`config.mk`:
```
export PLATFORM = sky130hd
export DESIGN_NAME = bcd_calendar
export DESIGN_NICKNAME = d
export VERILOG_FILES = /design/src/rtl/cal_pkg.sv /design/src/rtl/cal_rst_sync.sv /design/src/rtl/cal_bcd_field.sv /design/src/rtl/cal_hour_codec.sv /design/src/rtl/cal_month_len.sv /design/src/rtl/bcd_calendar.sv
export SDC_FILE = /design/constraint.sdc
export NUM_CORES = 1
export LEC_CHECK = 0
export BUFFER_PORTS_ARGS = -buffer_cell sky130_fd_sc_hd__buf_2
export CAP_MARGIN = 20
export CELL_PAD_IN_SITES_DETAIL_PLACEMENT = 0
export CELL_PAD_IN_SITES_GLOBAL_PLACEMENT = 1
export CORE_AREA = 2 2 153 155
export CTS_CLUSTER_DIAMETER = 50
export DETAILED_ROUTE_END_ITERATION = 12
export DIE_AREA = 0 0 155 157
export PLACE_DENSITY = 0.89
export SLEW_MARGIN = 0
export SYNTH_ARGS = -nofsm -noshare
export SYNTH_HDL_FRONTEND = slang
export SYNTH_HIERARCHICAL = 1
export SYNTH_SLANG_ARGS = --single-unit
```
`constraint.sdc`:
```
create_clock -name clk -period 7.45 [get_ports clk]
set_clock_uncertainty 0.05 [all_clocks]
set_input_delay 0.3725 -clock clk [delete_from_list [all_inputs] [get_ports clk]]
set_output_delay 0.3725 -clock clk [all_outputs]
set_load 0.02 [all_outputs]
```
`src/rtl/cal_pkg.sv`:
```
package cal_pkg;
  localparam int BYTE_W  = 8;
  localparam int NFIELD  = 7;
  localparam int SNAP_W  = BYTE_W * NFIELD;
  localparam int SEL_W   = 3;

  localparam logic [SEL_W-1:0] SEL_SEC  = 3'd0;
  localparam logic [SEL_W-1:0] SEL_MIN  = 3'd1;
  localparam logic [SEL_W-1:0] SEL_HOUR = 3'd2;
  localparam logic [SEL_W-1:0] SEL_WDAY = 3'd3;
  localparam logic [SEL_W-1:0] SEL_DATE = 3'd4;
  localparam logic [SEL_W-1:0] SEL_MON  = 3'd5;
  localparam logic [SEL_W-1:0] SEL_YEAR = 3'd6;

  localparam logic [BYTE_W-1:0] HR_MODE12 = 8'h40;
  localparam logic [BYTE_W-1:0] HR_PM     = 8'h20;

  // Two-digit BCD increment without wrap handling.
  function automatic logic [BYTE_W-1:0] bcd_inc(input logic [BYTE_W-1:0] v);
    if (v[3:0] >= 4'd9) return {v[7:4] + 4'd1, 4'd0};
    else                return {v[7:4], v[3:0] + 4'd1};
  endfunction

  function automatic logic [6:0] bcd_to_bin(input logic [BYTE_W-1:0] v);
    return 7'({3'b000, v[7:4]} * 7'd10 + {3'b000, v[3:0]});
  endfunction

  function automatic logic [BYTE_W-1:0] bin_to_bcd(input logic [6:0] b);
    return {4'(b / 7'd10), 4'(b % 7'd10)};
  endfunction
endpackage

```
`src/rtl/cal_rst_sync.sv`:
```
module cal_rst_sync #(
  parameter int STAGES = 2
) (
  input  logic clk,
  input  logic arst_n,
  output logic rst_n_out
);
  logic [STAGES-1:0] sync_q;
  logic [STAGES-1:0] sync_d;

  always_comb begin
    sync_d = {sync_q[STAGES-2:0], 1'b1};
  end

  always_ff @(posedge clk or negedge arst_n) begin
    if (!arst_n) sync_q <= '0;
    else         sync_q <= sync_d;
  end

  assign rst_n_out = sync_q[STAGES-1];
endmodule

```
`src/rtl/cal_bcd_field.sv`:
```
module cal_bcd_field
  import cal_pkg::*;
#(
  parameter logic [BYTE_W-1:0] RESET_VAL = 8'h00
) (
  input  logic              clk,
  input  logic              rst_n,
  input  logic              inc,
  input  logic              load,
  input  logic [BYTE_W-1:0] load_val,
  input  logic [BYTE_W-1:0] lo,
  input  logic [BYTE_W-1:0] hi,
  output logic [BYTE_W-1:0] val,
  output logic [BYTE_W-1:0] val_next,
  output logic              wrap
);
  logic [BYTE_W-1:0] val_q;
  logic [BYTE_W-1:0] val_d;
  logic              at_top;
  logic              upd_en;

  assign at_top = (val_q >= hi);
  assign upd_en = load | inc;
  assign wrap   = inc & ~load & at_top;

  always_comb begin
    val_d = val_q;
    if (load)      val_d = load_val;
    else if (inc)  val_d = at_top ? lo : bcd_inc(val_q);
  end

  always_ff @(posedge clk or negedge rst_n) begin
    if (!rst_n)      val_q <= RESET_VAL;
    else if (upd_en) val_q <= val_d;
  end

  assign val      = val_q;
  assign val_next = val_d;
endmodule

```
`src/rtl/cal_hour_codec.sv`:
```
module cal_hour_codec
  import cal_pkg::*;
(
  input  logic [BYTE_W-1:0] hour24,
  input  logic              mode12,
  input  logic [6:0]        wr_byte,
  output logic [BYTE_W-1:0] rd_byte,
  output logic [BYTE_W-1:0] wr_hour24,
  output logic              wr_mode12
);
  logic [6:0] hb;
  logic [6:0] wb;

  // Internal 24-hour count to register byte.
  always_comb begin
    hb = bcd_to_bin(hour24);
    if (!mode12)             rd_byte = hour24;
    else if (hb == 7'd0)     rd_byte = HR_MODE12 | 8'h12;
    else if (hb < 7'd12)     rd_byte = HR_MODE12 | bin_to_bcd(hb);
    else if (hb == 7'd12)    rd_byte = HR_MODE12 | HR_PM | 8'h12;
    else                     rd_byte = HR_MODE12 | HR_PM | bin_to_bcd(hb - 7'd12);
  end

  // Register byte to internal 24-hour count.
  always_comb begin
    wr_mode12 = wr_byte[6];
    wb        = bcd_to_bin({3'b000, wr_byte[4:0]});
    if (wr_byte[5]) wb = wb + 7'd12;
    if (wb == 7'd12 || wb == 7'd24) wb = wb - 7'd12;
    if (!wr_byte[6]) wr_hour24 = {2'b00, wr_byte[5:0]};
    else             wr_hour24 = bin_to_bcd(wb);
  end
endmodule

```
`src/rtl/cal_month_len.sv`:
```
module cal_month_len
  import cal_pkg::*;
(
  input  logic [BYTE_W-1:0] month,
  input  logic [BYTE_W-1:0] year,
  output logic [BYTE_W-1:0] last_day
);
  logic [6:0] ybin;
  logic       leap;

  always_comb begin
    ybin = bcd_to_bin(year);
    leap = (ybin[1:0] == 2'b00);
    unique case (month)
      8'h02:                      last_day = leap ? 8'h29 : 8'h28;
      8'h04, 8'h06, 8'h09, 8'h11: last_day = 8'h30;
      default:                    last_day = 8'h31;
    endcase
  end
endmodule

```
`src/rtl/bcd_calendar.sv`:
```
module bcd_calendar
  import cal_pkg::*;
#(
  parameter int RST_STAGES = 2
) (
  input  logic              clk,
  input  logic              rst_n,
  input  logic              tick_en,
  input  logic              wr_en,
  input  logic [SEL_W-1:0]  wr_sel,
  input  logic [BYTE_W-1:0] wr_data,
  input  logic              cap_req,
  output logic [SNAP_W-1:0] snap_out,
  output logic              snap_valid
);
  logic rst_n_sync;

  cal_rst_sync #(.STAGES(RST_STAGES)) u_rst (
    .clk      (clk),
    .arst_n   (rst_n),
    .rst_n_out(rst_n_sync)
  );

  // Write decode; a write cancels the tick of its cycle.
  logic tick_go;
  logic hit_sec, hit_min, hit_hour, hit_wday, hit_date, hit_mon, hit_year;

  assign tick_go  = tick_en & ~wr_en;
  assign hit_sec  = wr_en & (wr_sel == SEL_SEC);
  assign hit_min  = wr_en & (wr_sel == SEL_MIN);
  assign hit_hour = wr_en & (wr_sel == SEL_HOUR);
  assign hit_wday = wr_en & (wr_sel == SEL_WDAY);
  assign hit_date = wr_en & (wr_sel == SEL_DATE);
  assign hit_mon  = wr_en & (wr_sel == SEL_MON);
  assign hit_year = wr_en & (wr_sel == SEL_YEAR);

  logic [BYTE_W-1:0] sec_v,  sec_n;
  logic [BYTE_W-1:0] min_v,  min_n;
  logic [BYTE_W-1:0] hour_v, hour_n;
  logic [BYTE_W-1:0] wday_v, wday_n;
  logic [BYTE_W-1:0] date_v, date_n;
  logic [BYTE_W-1:0] mon_v,  mon_n;
  logic [BYTE_W-1:0] year_v, year_n;
  logic sec_wrap, min_wrap, hour_wrap, wday_wrap, date_wrap, mon_wrap, year_wrap;

  logic [BYTE_W-1:0] hour_wr_val;
  logic              hour_wr_mode;
  logic [BYTE_W-1:0] hour_rd;
  logic [BYTE_W-1:0] month_last;
  logic              mode_q, mode_d;

  cal_hour_codec u_codec (
    .hour24   (hour_n),
    .mode12   (mode_d),
    .wr_byte  (wr_data[6:0]),
    .rd_byte  (hour_rd),
    .wr_hour24(hour_wr_val),
    .wr_mode12(hour_wr_mode)
  );

  cal_month_len u_mlen (
    .month   (mon_v),
    .year    (year_v),
    .last_day(month_last)
  );

  cal_bcd_field #(.RESET_VAL(8'h00)) u_sec (
    .clk(clk), .rst_n(rst_n_sync), .inc(tick_go), .load(hit_sec),
    .load_val({1'b0, wr_data[6:0]}), .lo(8'h00), .hi(8'h59),
    .val(sec_v), .val_next(sec_n), .wrap(sec_wrap)
  );

  cal_bcd_field #(.RESET_VAL(8'h00)) u_min (
    .clk(clk), .rst_n(rst_n_sync), .inc(sec_wrap), .load(hit_min),
    .load_val({1'b0, wr_data[6:0]}), .lo(8'h00), .hi(8'h59),
    .val(min_v), .val_next(min_n), .wrap(min_wrap)
  );

  cal_bcd_field #(.RESET_VAL(8'h00)) u_hour (
    .clk(clk), .rst_n(rst_n_sync), .inc(min_wrap), .load(hit_hour),
    .load_val(hour_wr_val), .lo(8'h00), .hi(8'h23),
    .val(hour_v), .val_next(hour_n), .wrap(hour_wrap)
  );

  cal_bcd_field #(.RESET_VAL(8'h01)) u_wday (
    .clk(clk), .rst_n(rst_n_sync), .inc(hour_wrap), .load(hit_wday),
    .load_val({5'b00000, wr_data[2:0]}), .lo(8'h01), .hi(8'h07),
    .val(wday_v), .val_next(wday_n), .wrap(wday_wrap)
  );

  cal_bcd_field #(.RESET_VAL(8'h01)) u_date (
    .clk(clk), .rst_n(rst_n_sync), .inc(hour_wrap), .load(hit_date),
    .load_val({2'b00, wr_data[5:0]}), .lo(8'h01), .hi(month_last),
    .val(date_v), .val_next(date_n), .wrap(date_wrap)
  );

  cal_bcd_field #(.RESET_VAL(8'h01)) u_mon (
    .clk(clk), .rst_n(rst_n_sync), .inc(date_wrap), .load(hit_mon),
    .load_val({3'b000, wr_data[4:0]}), .lo(8'h01), .hi(8'h12),
    .val(mon_v), .val_next(mon_n), .wrap(mon_wrap)
  );

  cal_bcd_field #(.RESET_VAL(8'h00)) u_year (
    .clk(clk), .rst_n(rst_n_sync), .inc(mon_wrap), .load(hit_year),
    .load_val(wr_data), .lo(8'h00), .hi(8'h99),
    .val(year_v), .val_next(year_n), .wrap(year_wrap)
  );

  // Hour presentation mode, set only by an hour write.
  always_comb begin
    mode_d = mode_q;
    if (hit_hour) mode_d = hour_wr_mode;
  end

  always_ff @(posedge clk or negedge rst_n_sync) begin
    if (!rst_n_sync) mode_q <= 1'b0;
    else if (hit_hour) mode_q <= mode_d;
  end

  // Snapshot register: captures the post-update image of the request cycle.
  logic [SNAP_W-1:0] snap_q, snap_d;
  logic              valid_q;

  always_comb begin
    snap_d = {year_n, mon_n, date_n, wday_n, hour_rd, min_n, sec_n};
  end

  always_ff @(posedge clk or negedge rst_n_sync) begin
    if (!rst_n_sync)  snap_q <= '0;
    else if (cap_req) snap_q <= snap_d;
  end

  always_ff @(posedge clk or negedge rst_n_sync) begin
    if (!rst_n_sync) valid_q <= 1'b0;
    else             valid_q <= cap_req;
  end

  assign snap_out   = snap_q;
  assign snap_valid = valid_q;

  // Wrap of the last fields feeds nothing further.
  logic unused_wraps;
  assign unused_wraps = wday_wrap ^ year_wrap;
endmodule

```
==> insert_results.sql <==
INSERT INTO impl_metrics (metric_group, metric, value, unit) VALUES
('critical_path', 'worstPathBufferInverterCount', '9', ''),
('critical_path', 'reg2reg_setup_slack', '-130', 'ps'),
('sta', 'slew_headroom', '43.7', '%'),
('layout', 'layout-drive-gt1-share', '32.8', '%'),
('detailed_routing', 'detail_route.iter0.violations', '704', ''),
('floorplanning', 'floorplan_core_area', '22500', 'sq um'),
('layout', 'antenna-diode-count', '0', ''),
('clock_network', 'clkLatencyLatePin', '430', 'ps'),
('critical_path', 'most_numerous_cell_on_the_critical_path', 'sky130_fd_sc_hd__ha_4', ''),
('floorplanning', 'floorplan.initialDensity', '51.5', '%'),
('worst_hold_path', 'min_path_type', 'primary input to async pin', ''),
('job', 'drv.max_cap_violation_count', '0', ''),
('floorplanning', 'core.rowCount', '55', ''),
('layout', 'final_cell_count_no_fill', '1924', ''),
('critical_path', 'cpLargestDelayFamily', 'compound AO/OA/AOI/OAI gates', ''),
('layout', 'most-common-layout-cells', '172 x sky130_fd_sc_hd__buf_4, 123 x sky130_fd_sc_hd__conb_1, 112 x sky130_fd_sc_hd__dfrtp_1, 101 x sky130_fd_sc_hd__inv_1, 94 x sky130_fd_sc_hd__ha_1', ''),
('critical_path', 'worst_reg_to_reg_cells', '33', ''),
('layout', 'final_nets', '1753', ''),
('clock_network', 'ctsRootBufferMaster', 'sky130_fd_sc_hd__clkbuf_16', ''),
('critical_path', 'critical_path_arrival', '8240', 'ps'),
('critical_path', 'worstPathMaxFanout', '7', ''),
('sta', 'final-setup-viol-count', '4', ''),
('placement', 'placed_cells', '1869', ''),
('sta', 'report.final.slew_viol_count', '0', ''),
('critical_path', 'reg2reg_from', 'u_sec/val[7]$_DFFE_PN0P_', ''),
('clock_network', 'h-tree-depth', '4', ''),
('placement', 'place_hpwl', '23.5', 'mm'),
('critical_path', 'critPathMaxStageDelay', '380', 'ps'),
('sta', 'fin_crit', '7980', 'ps'),
('critical_path', 'setup.worst_path.start', 'wr_data[4]', ''),
('clock_network', 'path_clk_slew', '60', 'ps'),
('synth', 'syn_inst', '1285', ''),
('grt', 'grt_first_pass_wirelength', '52.8', 'mm'),
('floorplanning', 'die_height', '157', 'um'),
('placement', 'finalWeightedCongestion', '0.910', ''),
('grt', 'gr-total-overflow', '0', ''),
('critical_path', 'start_kind', 'primary input', ''),
('floorplanning', 'overall_die_area', '24300', 'sq um'),
('clock_network', 'tritoncts', 'yes', ''),
('sta', 'slew_at_the_pin_with_the_worst_max_slew_slack', '844', 'ps'),
('synth', 'postSynthAreaPerCell', '9.02', 'sq um'),
('detailed_routing', 'ant_nets', '0', ''),
('critical_path', 'rr_endpoint', 'snap_out[17]$_DFFE_PN0P_', ''),
('layout', 'layout.cells.most_common', 'sky130_fd_sc_hd__buf_4', ''),
('grt', 'largest_net_degree_at_the_start_of_global_routing', '60', ''),
('critical_path', 'critical_path.endpoint_type', 'register', ''),
('clock_network', 'total_cts_buffers', '17', ''),
('detailed_routing', 'route.vias.total', '11000', ''),
('synth', 'mappedNetlistArea', '11600', 'sq um'),
('detailed_routing', 'routed_via_density', '5.71', ''),
('clock_network', 'clock_sinks', '116', ''),
('outcome', 'failing_checks', 'setup timing', ''),
('detailed_routing', 'wl', '31.9', 'mm'),
('sta', 'fmax', '125', 'MHz'),
('sta', 'layout_worst_path_cycle_share', '107', '%'),
('grt', 'grt_antenna_before_repair', '0', ''),
('grt', 'grt_pass1_vias', '10700', ''),
('critical_path', 'crit_path_top_delay_cell', 'sky130_fd_sc_hd__or3_4', ''),
('critical_path', 'criticalPathCategory', 'primary input to register', ''),
('clock_network', 'cts_buffer_depth', '2', ''),
('outcome', 'outcome', 'finished, violations left', ''),
('floorplanning', 'die_x', '155', 'um'),
('synth', 'synthesis.yosys.warnings', '6', ''),
('detailed_routing', 'drt_pass1_iterations', '5', ''),
('sta', 'post-route-worst-setup-slack', '-530', 'ps'),
('layout', 'fill_cells', '1823', ''),
('critical_path', 'data_required_time_at_the_worst_endpoint', '7710', 'ps'),
('grt', 'grt_util_all_layers', '26.7', '%'),
('detailed_routing', 'routed_wire_length_per_instance', '16.6', 'um'),
('placement', 'io_buffers', '72', ''),
('sta', 'final-hold-violation-count', '0', ''),
('floorplanning', 'floorplan.io_pins', '73', ''),
('layout', 'area_delta_synth_final', '29.0', '%'),
('sta', 'rsz0062_at_grt', 'yes', ''),
('detailed_routing', 'count_of_unresolved_drc_violations_after_routing', '0', '');
-- repair_timing --
action                                 in CTS  in global routing
setup endpoints to repair                   4                  4
endpoints found under the hold margin       2                  0
buffers inserted                           13                 10
hold buffers                                1                  0
gates resized for setup                    20                 38
pin swaps                                  20                 39
-- stage by stage --
step | hold WS, ps | utilization [%] | setup slack (ps) | instance area (sq um) | setup TNS (ps)
2_1_floorplan | 26.9 | - | -732 | 12300 | -2560
3_3_place_gp | 109 | 61.8 | -842 | 13900 | -3210
3_5_place_dp | 112 | 61.8 | -1130 | 13900 | -4310
4_1_cts | 188 | 65.2 | -567 | 14700 | -2000
5_1_grt | 193 | 66.4 | -931 | 14900 | -3470
6_report | 203 | 66.4 | -530 | 14900 | -1870
-- sequential cells by signal, summed over array words and instances (netlist names) --
register / count
snap_out: 56
u_date/val: 8
u_hour/val: 8
u_min/val: 8
u_mon/val: 8
u_sec/val: 8
u_wday/val: 8
u_year/val: 8
u_rst/sync_q: 2
mode_q: 1
snap_valid: 1
-- routing by layer --
| layer | part of all wire [%] | track usage [%] | vias to the layer above |
|---|---|---|---|
| li1 | - | - | 5381 |
| met1 | 46 | 34.9 | 5289 |
| met2 | 49 | 46.3 | 279 |
| met3 | 4.1 | 4.02 | 35 |
| met4 | 1.6 | 6.75 | 0 |
| met5 | 0 | 0 | - |
-- worst max-delay path by stage --
| stage | cells after the start | slack, ps | end |
|---|---|---|---|
| floorplan | 41 | -730 | snap_out[18]$_DFFE_PN0P_ |
| global placement | 44 | -840 | snap_out[17]$_DFFE_PN0P_ |
| detailed placement | 46 | -1130 | snap_out[18]$_DFFE_PN0P_ |
| CTS | 45 | -570 | snap_out[17]$_DFFE_PN0P_ |
| global route | 47 | -930 | snap_out[17]$_DFFE_PN0P_ |
| finish | 47 | -530 | snap_out[17]$_DFFE_PN0P_ |
-- cell type report --
class	instances	area (sq um)	area share [%]
Sequential cell	116	2910	19.5
Timing Repair Buffer	249	1740	11.6
Inverter	106	400	2.68
Multi-Input combinational cell	1137	8960	59.9
Clock buffer	18	429	2.87
Clock inverter	13	159	1.06
Tap cell	285	357	2.39
Power is not shown: default switching activity piles up to over one toggle a cycle in this logic, so the estimate is an artifact.
